$ cat config.mk
export PLATFORM = sky130hd
export DESIGN_NAME = sp_flash_cmd_seq
export DESIGN_NICKNAME = d
export VERILOG_FILES = /design/src/rtl/sp_flash_pkg.sv /design/src/rtl/sp_flash_latch.sv /design/src/rtl/sp_flash_delay.sv /design/src/rtl/sp_flash_cmd_seq.sv
export SDC_FILE = /design/constraint.sdc
export NUM_CORES = 1
export LEC_CHECK = 0
export ABC_CLOCK_PERIOD_IN_PS = 4700
export BUFFER_PORTS_ARGS = -buffer_cell sky130_fd_sc_hd__clkbuf_2
export CAP_MARGIN = 20
export CORE_MARGIN = 2
export CORE_UTILIZATION = 50
export DETAILED_ROUTE_END_ITERATION = 10
export GPL_ROUTABILITY_DRIVEN = 0
export HOLD_SLACK_MARGIN = 0.1
export MAX_ROUTING_LAYER = met4
export PLACE_DENSITY = 0.76
export SYNTH_ARGS = -nofsm -noshare
export SYNTH_HDL_FRONTEND = slang
export SYNTH_SLANG_ARGS = --single-unit
$ cat constraint.sdc
create_clock -name clk -period 4.7 [get_ports clk]
set_input_delay 0.94 -clock clk [delete_from_list [all_inputs] [get_ports clk]]
set_output_delay 0.94 -clock clk [all_outputs]
set_load 0.05 [all_outputs]
$ cat src/rtl/sp_flash_pkg.sv
package sp_flash_pkg;

   localparam logic [7:0] OP_RD_A        = 8'h00;
   localparam logic [7:0] OP_RD_B        = 8'h01;
   localparam logic [7:0] OP_RD_SPARE    = 8'h50;
   localparam logic [7:0] OP_DATA_IN     = 8'h80;
   localparam logic [7:0] OP_PROG        = 8'h10;
   localparam logic [7:0] OP_ERASE_SETUP = 8'h60;
   localparam logic [7:0] OP_ERASE_GO    = 8'hD0;
   localparam logic [7:0] OP_STATUS      = 8'h70;
   localparam logic [7:0] OP_IDENT       = 8'h90;
   localparam logic [7:0] OP_PARAM       = 8'hEC;
   localparam logic [7:0] OP_FEAT_GET    = 8'hEE;
   localparam logic [7:0] OP_FEAT_SET    = 8'hEF;
   localparam logic [7:0] OP_RESET       = 8'hFF;

   typedef enum logic [3:0] {
      ST_IDLE, ST_LOAD, ST_PTR, ST_CMD, ST_COL, ST_ROW0, ST_ROW1, ST_ROW2,
      ST_TWB, ST_CHIP, ST_STAT, ST_WREQ, ST_WAIT, ST_FIN
   } seq_state_t;

   // opcodes whose address phase is byte-wide even on a 16-bit bus
   function automatic logic byte_only_op(input logic [7:0] op);
      return (op == OP_IDENT) || (op == OP_PARAM) ||
             (op == OP_FEAT_GET) || (op == OP_FEAT_SET);
   endfunction

   // opcodes that end without any ready wait
   function automatic logic skip_wait_op(input logic [7:0] op);
      return (op == OP_PROG) || (op == OP_ERASE_SETUP) || (op == OP_ERASE_GO) ||
             (op == OP_DATA_IN) || (op == OP_STATUS) || (op == OP_IDENT) ||
             (op == OP_FEAT_SET);
   endfunction

   function automatic int step_idx(input seq_state_t s);
      case (s)
         ST_PTR:  return 0;
         ST_CMD:  return 1;
         ST_COL:  return 2;
         ST_ROW0: return 3;
         ST_ROW1: return 4;
         ST_ROW2: return 5;
         default: return -1;
      endcase
   endfunction

   function automatic seq_state_t step_state(input int k);
      case (k)
         0:       return ST_PTR;
         1:       return ST_CMD;
         2:       return ST_COL;
         3:       return ST_ROW0;
         4:       return ST_ROW1;
         default: return ST_ROW2;
      endcase
   endfunction

endpackage

$ cat src/rtl/sp_flash_latch.sv
module sp_flash_latch #(
   parameter int HOLD_CYC = 4,
   parameter int DQ_W     = 16
) (
   input  logic            clk,
   input  logic            rst_n,
   input  logic            go,
   input  logic            go_cle,
   input  logic [7:0]      go_byte,
   output logic            cle,
   output logic            ale,
   output logic            we_n,
   output logic [DQ_W-1:0] dq,
   output logic            done
);
   localparam int CW       = $clog2(HOLD_CYC + 1);
   localparam int WE_FIRST = HOLD_CYC / 4;
   localparam int WE_LAST  = WE_FIRST + HOLD_CYC / 2 - 1;

   logic          active, is_cmd, we_n_q, take;
   logic [CW-1:0] cnt, next_cnt;
   logic          next_active;
   logic [7:0]    byte_q;

   assign done = active && (cnt == CW'(HOLD_CYC - 1));
   assign take = go && (!active || done);

   always_comb begin
      next_active = active;
      next_cnt    = cnt;
      if (take) begin
         next_active = 1'b1;
         next_cnt    = '0;
      end else if (done) begin
         next_active = 1'b0;
         next_cnt    = '0;
      end else if (active) begin
         next_cnt = cnt + 1'b1;
      end
   end

   always_ff @(posedge clk or negedge rst_n) begin
      if (!rst_n) begin
         active <= 1'b0;
         cnt    <= '0;
         is_cmd <= 1'b0;
         byte_q <= '0;
         we_n_q <= 1'b1;
      end else begin
         active <= next_active;
         cnt    <= next_cnt;
         if (take) begin
            is_cmd <= go_cle;
            byte_q <= go_byte;
         end
         we_n_q <= !(next_active && (next_cnt >= CW'(WE_FIRST)) &&
                     (next_cnt <= CW'(WE_LAST)));
      end
   end

   assign cle  = active && is_cmd;
   assign ale  = active && !is_cmd;
   assign we_n = we_n_q;

   if (DQ_W == 16) begin : g_dq16
      assign dq = {8'h00, byte_q};
   end else begin : g_dq8
      assign dq = byte_q;
   end
endmodule

$ cat src/rtl/sp_flash_delay.sv
module sp_flash_delay #(
   parameter int CNT_W = 8
) (
   input  logic             clk,
   input  logic             rst_n,
   input  logic             go,
   input  logic [CNT_W-1:0] len,
   output logic             done
);
   logic [CNT_W-1:0] cnt;

   always_ff @(posedge clk or negedge rst_n) begin
      if (!rst_n)               cnt <= '0;
      else if (go)              cnt <= len;
      else if (cnt != '0)       cnt <= cnt - 1'b1;
   end

   assign done = (cnt == CNT_W'(1));
endmodule

$ cat src/rtl/sp_flash_cmd_seq.sv
module sp_flash_cmd_seq
   import sp_flash_pkg::*;
#(
   parameter int PAGE_BYTES   = 512,
   parameter int SPARE_BYTES  = 16,
   parameter int DQ_W         = 16,
   parameter int HOLD_CYC     = 4,
   parameter int TWB_CYC      = 25,
   parameter int CHIP_DLY_CYC = 5000,
   parameter bit HAS_RB       = 1'b1,
   localparam int COL_W       = $clog2(PAGE_BYTES + SPARE_BYTES)
) (
   input  logic             clk,
   input  logic             rst_n,
   input  logic             start,
   input  logic             cmd_en,
   input  logic [7:0]       opcode,
   input  logic             col_en,
   input  logic [COL_W-1:0] col,
   input  logic             page_en,
   input  logic [23:0]      page,
   input  logic             wide_bus,
   input  logic             row3,
   output logic             busy,
   output logic             done,
   output logic             wait_start,
   output logic             wait_poll,
   input  logic             wait_done,
   output logic             flash_ce_n,
   output logic             flash_cle,
   output logic             flash_ale,
   output logic             flash_we_n,
   output logic [DQ_W-1:0]  flash_dq
);
   localparam int HALF  = PAGE_BYTES / 2;
   localparam int DMAX  = (TWB_CYC > CHIP_DLY_CYC) ? TWB_CYC : CHIP_DLY_CYC;
   localparam int DLY_W = $clog2(DMAX + 1);

   if (DQ_W != 8 && DQ_W != 16) begin : g_bad_dq
      $error("DQ_W must be 8 or 16");
   end
   if (HOLD_CYC < 4) begin : g_bad_hold
      $error("HOLD_CYC must be at least 4");
   end
   if (PAGE_BYTES > 512 || SPARE_BYTES > 256) begin : g_bad_page
      $error("page or spare too large for a one-byte column");
   end
   if (TWB_CYC < 2 || CHIP_DLY_CYC < 2) begin : g_bad_dly
      $error("delays must be at least 2 cycles");
   end

   seq_state_t st, ns;
   logic [7:0]  op_q, ptr_q, colb_q;
   logic [23:0] page_q;
   logic        cmd_en_q, col_en_q, page_en_q, row3_q, ptr_en_q, ce_sel_q;

   // pointer choice and column rebasing from the live request
   logic [COL_W-1:0] col_adj;
   logic [7:0]       ptr_sel;
   always_comb begin
      col_adj = col;
      ptr_sel = OP_RD_A;
      if (cmd_en && opcode == OP_DATA_IN && col_en) begin
         if (col >= COL_W'(PAGE_BYTES)) begin
            ptr_sel = OP_RD_SPARE;
            col_adj = col - COL_W'(PAGE_BYTES);
         end else if (col >= COL_W'(HALF)) begin
            ptr_sel = OP_RD_B;
            col_adj = col - COL_W'(HALF);
         end
      end
      if (wide_bus && !(cmd_en && byte_only_op(opcode)))
         col_adj = col_adj >> 1;
   end

   always_ff @(posedge clk or negedge rst_n) begin
      if (!rst_n) begin
         op_q <= '0; ptr_q <= '0; colb_q <= '0; page_q <= '0;
         cmd_en_q <= 1'b0; col_en_q <= 1'b0; page_en_q <= 1'b0;
         row3_q <= 1'b0; ptr_en_q <= 1'b0; ce_sel_q <= 1'b0;
      end else if (st == ST_IDLE && start) begin
         op_q      <= opcode;
         ptr_q     <= ptr_sel;
         colb_q    <= 8'(col_adj);
         page_q    <= page;
         cmd_en_q  <= cmd_en;
         col_en_q  <= col_en;
         page_en_q <= page_en;
         row3_q    <= row3;
         ptr_en_q  <= cmd_en && (opcode == OP_DATA_IN);
         ce_sel_q  <= 1'b1;
      end
   end

   logic reset_nrb;
   assign reset_nrb = !HAS_RB && cmd_en_q && (op_q == OP_RESET);

   // what follows the last latch cycle
   seq_state_t post_st;
   always_comb begin
      if (!cmd_en_q || skip_wait_op(op_q) ||
          (op_q == OP_RD_A && !col_en_q && !page_en_q)) post_st = ST_FIN;
      else if (HAS_RB)                                  post_st = ST_TWB;
      else                                              post_st = ST_CHIP;
   end

   logic [5:0] step_en;
   assign step_en = {page_en_q && row3_q, page_en_q, page_en_q,
                     col_en_q, cmd_en_q, ptr_en_q};

   seq_state_t step_nxt;
   always_comb begin
      int base;
      base     = (st == ST_LOAD) ? 0 : step_idx(st) + 1;
      step_nxt = post_st;
      for (int k = 5; k >= 0; k--)
         if (step_en[k] && k >= base) step_nxt = step_state(k);
   end

   logic lat_go, lat_cle, lat_done, dly_go, dly_done;
   logic [7:0]       lat_byte;
   logic [DLY_W-1:0] dly_len;

   always_comb begin
      ns = st;
      case (st)
         ST_IDLE: if (start) ns = ST_LOAD;
         ST_LOAD: ns = step_nxt;
         ST_PTR, ST_CMD, ST_COL, ST_ROW0, ST_ROW1, ST_ROW2:
            if (lat_done) ns = step_nxt;
         ST_TWB:  if (dly_done) ns = ST_WREQ;
         ST_CHIP: if (dly_done) ns = reset_nrb ? ST_STAT : ST_FIN;
         ST_STAT: if (lat_done) ns = ST_WREQ;
         ST_WREQ: ns = ST_WAIT;
         ST_WAIT: if (wait_done) ns = ST_FIN;
         default: ns = ST_IDLE;
      endcase
   end

   always_comb begin
      lat_go = 1'b0; lat_cle = 1'b0; lat_byte = '0;
      dly_go = 1'b0; dly_len = '0;
      if (ns != st) begin
         case (ns)
            ST_PTR:  begin lat_go = 1'b1; lat_cle = 1'b1; lat_byte = ptr_q;        end
            ST_CMD:  begin lat_go = 1'b1; lat_cle = 1'b1; lat_byte = op_q;         end
            ST_COL:  begin lat_go = 1'b1;                 lat_byte = colb_q;       end
            ST_ROW0: begin lat_go = 1'b1;                 lat_byte = page_q[7:0];  end
            ST_ROW1: begin lat_go = 1'b1;                 lat_byte = page_q[15:8]; end
            ST_ROW2: begin lat_go = 1'b1;                 lat_byte = page_q[23:16];end
            ST_STAT: begin lat_go = 1'b1; lat_cle = 1'b1; lat_byte = OP_STATUS;    end
            ST_TWB:  begin dly_go = 1'b1; dly_len = DLY_W'(TWB_CYC);              end
            ST_CHIP: begin dly_go = 1'b1; dly_len = DLY_W'(CHIP_DLY_CYC);         end
            default: ;
         endcase
      end
   end

   always_ff @(posedge clk or negedge rst_n) begin
      if (!rst_n) st <= ST_IDLE;
      else        st <= ns;
   end

   sp_flash_latch #(.HOLD_CYC(HOLD_CYC), .DQ_W(DQ_W)) u_latch (
      .clk(clk), .rst_n(rst_n), .go(lat_go), .go_cle(lat_cle), .go_byte(lat_byte),
      .cle(flash_cle), .ale(flash_ale), .we_n(flash_we_n), .dq(flash_dq),
      .done(lat_done)
   );

   sp_flash_delay #(.CNT_W(DLY_W)) u_delay (
      .clk(clk), .rst_n(rst_n), .go(dly_go), .len(dly_len), .done(dly_done)
   );

   assign busy       = (st != ST_IDLE);
   assign done       = (st == ST_FIN);
   assign wait_start = (st == ST_WREQ);
   assign wait_poll  = reset_nrb;
   assign flash_ce_n = !ce_sel_q;
endmodule

==> metrics.yaml, run 1 <==
fp.dieH_um: 101
max_freq_mhz: 237
drive_above_1_share_pct: 26.6
drt_wl_total_mm: 10.7
worstHoldStart: "ce_sel_q"
finalCoreUtilization_pct: 57.3
grt_pass1_wl_mm: 18.1
r2r_cells: 12
drt-initial-drc-count: 271
fin_crit_sh_pct: 89.8
ioPinCount: 75
cp_top_family: "compound AO/OA/AOI/OAI gates"
port_buffers: 65
p_seq_share_pct: 29.5
synthFlopType: "dfrtp_1"
via_count: 3894
wl_per_cell_um: 16.5
syn_to_final_growth_pct: 12.6
postCtsSetupRepairBufs: 0
critPathSlowestCell: "a32oi_2"
fin_cells: 649
vias_per_cell: 6.00
synth_area_mm2: 0.00466
worstPathCellList: "o21bai_1 > nand2b_1 > ha_1 > and3b_1 > a311o_1 > nor3_1 > o211ai_1 > a32oi_2 > inv_1 > o2111ai_1 > and4_4 > mux2_4"
r2r_setup_slack_ps: 480
synth-edff-count: 0
arrival_ps: 4460
intPower_w: 0.00230
n_fill_cell: 816
ys_ff_latch: 79
endpoint_kind: "register"
grt_usage_pct: 23.4
clock_skew_ps: 8.44
drv_cap: 0
worst_r2r_startpoint: "st[1]"
overflow: 0
netlist.area_leader.share_pct: 41.9
htree_levels: 3
clockPowerShare_pct: 13.1
max_stage_delay_ps: 470
clock_latency_ps: 350
async_reset_ff_share_pct: 100
crit_fanout: 12
hold_path.class: "register to register"
dr.pass1.iters: 5
hpwlAfterDp_mm: 7.87
antenna_found_initial: 0
tritoncts: "yes"
ys_seq_area_share_pct: 42.5
tns_ps: 0
diodes: 0
r2r-end: "u_latch.byte_q[7]"
startpoint_type: "register"
worst_pin_slew_ps: 1010
rows: 35
p_per_area_mw_per_mm2: 811
path_clk_slew_ps: 70
numCtsBuffers: 9
cts.sinks: 79
postSynthCellCount: 478
drc_errors: 0
rsz0062_at_grt: "false"
slew_headroom_pct: 32.3
ctsHoldBuffers: 0
syn_area_per_cell_um2: 9.75
maxSlewViolCount: 0
hold_depth: 2
cts_resized: 0
combPwrFrac_pct: 57.4
synthTopCellsByArea: "dfrtp_1 (42%), mux2_2 (8.9%), nand2_1 (3.2%)"
cp_num_buf_inv: 1
die_w_um: 101
synthMostInstantiatedCell: "dfrtp_1"
detail-route-antenna-nets: 0
initial_core_util_pct: 50.9
power.leakage_nw: 2.41
dp_cells: 635
status: "finished clean"
cts_root_buffer: "clkbuf_8"
grt_max_degree: 80
finalHoldViolCount: 0
switching_power_w: 0.00195
nets: 591
peakVddDrop_mv: 0.425
synth_top_area_cell: "dfrtp_1"
clockBufferDepth: 2
fin_crit_ps: 4220
synth_warnings: 0
ys_types: 73
swShare_pct: 45.9
required_ps: 4930
core_region_area_mm2: 0.00915
finalSetupViolCount: 0
die-area_mm2: 0.0101
hold_end: "ce_sel_q"
synth_commonest_cells: "dfrtp_1 (78), nand2_1 (40), mux2_2 (37), nor2_1 (37), o21ai_0 (29)"
path_class: "register to register"
grt_pass1_vias: 3774
cells by family after synthesis:
| family | after synthesis | share of synthesized area, % |
|---|---|---|
| fa+ha+maj | 6 | 1.56 |
| flops | 79 | 42.5 |
| compound gates | 100 | 15.4 |
| buf+inv | 54 | 5.59 |
| simple gates | 171 | 19.2 |
| other cells | 1 | 0.0805 |
| mux | 54 | 13.2 |
| xor+xnor | 13 | 2.44 |
area by class of cell:
type                    instances  area [um2]  area share (%)
clock buffers                  11         151            2.89
well taps                     111         139            2.65
repair buffers                 72         380            7.25
inverters                      20        75.1            1.43
flip-flops and latches         79        1980            37.7
clock inverters                 3        67.6            1.29
multi-input cells             353        2460            46.8
worst max path at each step:
stage | from | endpoint | slack (ps) | depth (start not counted)
6_report | st[1] | u_latch.byte_q[7] | 480 | 12
5_1_grt | st[1] | u_latch.byte_q[7] | 90 | 12
4_1_cts | st[1] | u_latch.byte_q[7] | 550 | 12
3_5_place_dp | st[1] | u_latch.byte_q[2] | 550 | 12
3_3_place_gp | st[1] | u_latch.byte_q[1] | 770 | 12
2_1_floorplan | st[3] | u_latch.byte_q[1] | 1000 | 16
state kept, by name, summed over array words and instances, names as in the netlist:
register,cells
u_latch.cnt,3
op_q,8
col_en_q,1
ptr_en_q,1
u_delay.cnt,13
u_latch.is_cmd,1
u_latch.active,1
row3_q,1
u_latch.byte_q,8
st,4
colb_q,8
page_en_q,1
ptr_q,2
page_q,24
cmd_en_q,1
u_latch.we_n,1
ce_sel_q,1
worst min-delay path: stages (launching register included):
cell and delay (ps):
dfrtp_1 320, inv_1 50, nand2_1 50
metal layers:
metal	track usage (%)	vias up	share of wire, %
met5	-	-	0
met4	11.4	0	4.4
li1	-	1846	-
met2	34.4	169	46
met1	31.3	1837	44
met3	4.23	42	5.2
layout by cell type (no fill, tap or decap), types with 6 or more instances in the layout:
cell type and instances:
inv_1 19, conb_1 9, nand2_1 40, mux2i_1 11, and3_1 6, clkbuf_8 11
nand2b_1 10, xnor2_1 10, mux2_4 6, a21o_1 6, nand3_1 19, nor3_1 15
mux2_2 37, buf_4 8, clkbuf_2 64, nand4_1 9, nor2_1 37, dfrtp_1 78
nor4_1 6, a21oi_1 6, o21ai_0 29
power by group through the flow:
stage | sequential [W] | combinational (W) | clock (W)
6_report | 0.00126 | 0.00244 | 0.000556
5_1_grt | 0.00129 | 0.00268 | 0.000599
4_1_cts | 0.00125 | 0.00241 | 0.000570
3_5_place_dp | 0.00126 | 0.00240 | 0
3_3_place_gp | 0.00126 | 0.00232 | 0
2_1_floorplan | 0.00129 | 0.00183 | 0
stage by stage:
| step | hold slack [ps] | total power (W) | cell area [um2] | worst slack, ps |
|---|---|---|---|---|
| after CTS | 445 | 0.00424 | 5250 | 548 |
| final | 448 | 0.00426 | 5250 | 479 |
| after global placement | 425 | 0.00358 | 5030 | 767 |
| after global routing | 511 | 0.00457 | 5250 | 88.0 |
| after floorplan | 444 | 0.00312 | 4690 | 996 |
| after detailed placement | 428 | 0.00367 | 5030 | 551 |
(Power assumes the default switching activity.)
==> inputs of run 2 (changes only) <==
--- a/config.mk
+++ b/config.mk
@@ -8,13 +8,15 @@
 export ABC_CLOCK_PERIOD_IN_PS = 4700
 export BUFFER_PORTS_ARGS = -buffer_cell sky130_fd_sc_hd__clkbuf_2
 export CAP_MARGIN = 20
+export CELL_PAD_IN_SITES_DETAIL_PLACEMENT = 0
+export CELL_PAD_IN_SITES_GLOBAL_PLACEMENT = 1
 export CORE_MARGIN = 2
-export CORE_UTILIZATION = 50
+export CORE_UTILIZATION = 44
 export DETAILED_ROUTE_END_ITERATION = 10
 export GPL_ROUTABILITY_DRIVEN = 0
 export HOLD_SLACK_MARGIN = 0.1
 export MAX_ROUTING_LAYER = met4
-export PLACE_DENSITY = 0.76
+export PLACE_DENSITY = 0.84
 export SYNTH_ARGS = -nofsm -noshare
 export SYNTH_HDL_FRONTEND = slang
 export SYNTH_SLANG_ARGS = --single-unit
==> metrics.yaml, run 2 (synthesis gave the netlist of run 1 again) <==
status: "finished clean"
met2_usage_pct: 32.8  # -1.6 points
antenna_found_initial: 0  # unchanged
die_w_um: 107  # +6.3%
power.leakage_nw: 2.42  # +0.34%
ioPinCount: 75  # unchanged
max_stage_delay_ps: 450  # -20 ps
startpoint_type: "register"
fp.dieH_um: 107  # +6.3%
tritoncts: "yes"
postCtsSetupRepairBufs: 0  # unchanged
top_regs: "page_q x24, u_delay.cnt x13"
hold_path.class: "register to register"
hpwlAfterDp_mm: 7.83  # -0.47%
most-common-layout-cells: "dfrtp_1 (78), clkbuf_2 (64), nand2_1 (40)"
dr.pass1.iters: 4  # -1
diodes: 0  # unchanged
drc_errors: 0  # unchanged
path_class: "register to register"
critPathSlowestCell: "a32oi_2"
drt_wl_total_mm: 10.8  # +0.57%
busiest_layer: "met2"
p_per_area_mw_per_mm2: 809  # -0.20%
cts_resized: 0  # unchanged
place_ws_ps: 534  # -16.6 ps
dpl_cell_area_mm2: 0.00506  # +0.62%
worstPathCellList: "o21bai_1 > nand2b_1 > ha_1 > and3b_1 > a311o_1 > nor3_1 > o211ai_1 > a32oi_2 > inv_1 > o2111ai_1 > and4_4 > mux2_4"
fin_crit_ps: 4290  # +71.2 ps
fin_area_mm2: 0.00531  # +1.1%
peakVddDrop_mv: 0.381  # -10%
top_register: "page_q"
finalSetupViolCount: 0  # unchanged
rows: 37  # +5.7%
dp_cells: 660  # +3.9%
endpoint_kind: "register"
slew_headroom_pct: 32.0  # -0.29 points
htree_levels: 3  # unchanged
cts_root_buffer: "clkbuf_8"
grt_pass1_vias: 3731  # -1.1%
mostFrequentLayoutCell: "dfrtp_1"
fin_cells: 676  # +4.2%
required_ps: 4930  # about the same
port_buffers: 65  # unchanged
grt_max_degree: 80  # unchanged
via_count: 3810  # -2.2%
cp_num_buf_inv: 1  # unchanged
drt-initial-drc-count: 299  # +10%
die-area_mm2: 0.0114  # +13%
grt_util_met3_pct: 4.50  # +0.27 points
clock_skew_ps: 12.4  # +3.99 ps
initial_core_util_pct: 45.1  # -5.8 points
finalPower_w: 0.00430  # +0.92%
vias_per_cell: 5.64  # -6.1%
detail-route-antenna-nets: 0  # unchanged
finalHoldViolCount: 0  # unchanged
path_clk_slew_ps: 80  # about the same
overflow: 0  # unchanged
arrival_ps: 4520  # +60 ps
fin_crit_sh_pct: 91.3  # +1.5 points
n_fill_cell: 967  # +19%
core_region_area_mm2: 0.0103  # +13%
cp_top_family: "compound AO/OA/AOI/OAI gates"
largest_reg_flops: 24  # unchanged
grt_usage_pct: 20.9  # -2.5 points
wl_per_cell_um: 15.9  # -3.4%
maxSlewViolCount: 0  # unchanged
clockBufferDepth: 2  # unchanged
clock_latency_ps: 350  # about the same
ctsHoldBuffers: 0  # unchanged
rsz0062_at_grt: "false"
cts.sinks: 79  # unchanged
setup_slack_ps: 408  # -71.2 ps
drive_above_1_share_pct: 26.7  # +0.087 points
met1_usage_pct: 27.2  # -4.1 points
crit_fanout: 12  # unchanged
worst_pin_slew_ps: 1020  # +4.37 ps
max_freq_mhz: 233  # -1.7%
grt_pass1_wl_mm: 18.4  # +1.8%
numCtsBuffers: 9  # unchanged
nets: 591  # unchanged
syn_to_final_growth_pct: 13.9
tns_ps: 0  # unchanged
drv_cap: 0  # unchanged
[run 2: cell types whose count changed in the layout (fill, tap and decap cells not counted), sizes merged]
cell      change
clkinvlp      +1
bufinv        +1
[run 2: where the power goes]
group	leakage [nW]	internal [W]	switching, W
registers	0.955	0.000995	0.000259
logic	1.35	0.000986	0.00144
clock network	0.116	0.000368	0.000250
[run 2: path summary, 6_finish.rpt]
kind	start	slack (ps)	cells past startpoint	endpoint
setup reg to reg	st[1]	410	12	u_latch.byte_q[1]
hold reg to reg	ce_sel_q	450	2	ce_sel_q
min in group asynchronous	rst_n	740	1	ce_sel_q
hold / removal	ce_sel_q	450	2	ce_sel_q
setup / recovery	st[1]	410	12	u_latch.byte_q[1]
max in group asynchronous	rst_n	3300	1	u_latch.byte_q[6]
[run 2: routing by layer]
metal | part of all wire [%] | vias to the layer above | wire length, um
met1 | 46 | 1850 | 4950
met5 | 0 | - | 0
met3 | 4.0 | 20 | 432
met2 | 48 | 96 | 5170
li1 | - | 1844 | -
met4 | 2.1 | 0 | 227
[run 2: cell type report]
cell class,instances,area [um2],area share (%)
well taps,136,170,3.21
flip-flops and latches,79,1980,37.3
repair buffers,72,380,7.17
clock inverters,5,105,1.98
multi-input cells,353,2460,46.3
inverters,20,75.1,1.41
clock buffers,11,141,2.66
[run 2: stage by stage]
stage | hold WS [ps] | util, %
after global placement | 425 | 49.0
after global routing | 523 | 51.4
after floorplan | 444 | -
after detailed placement | 432 | 49.0
after CTS | 453 | 51.4
final | 448 | 51.4
[run 2: tightest hold or removal path: cells and delay by family, from the launching register on]
| family | cells | cell delay [ps] |
|---|---|---|
| flops | 1 | 330 |
| simple gates | 1 | 50 |
| buf+inv | 1 | 50 |
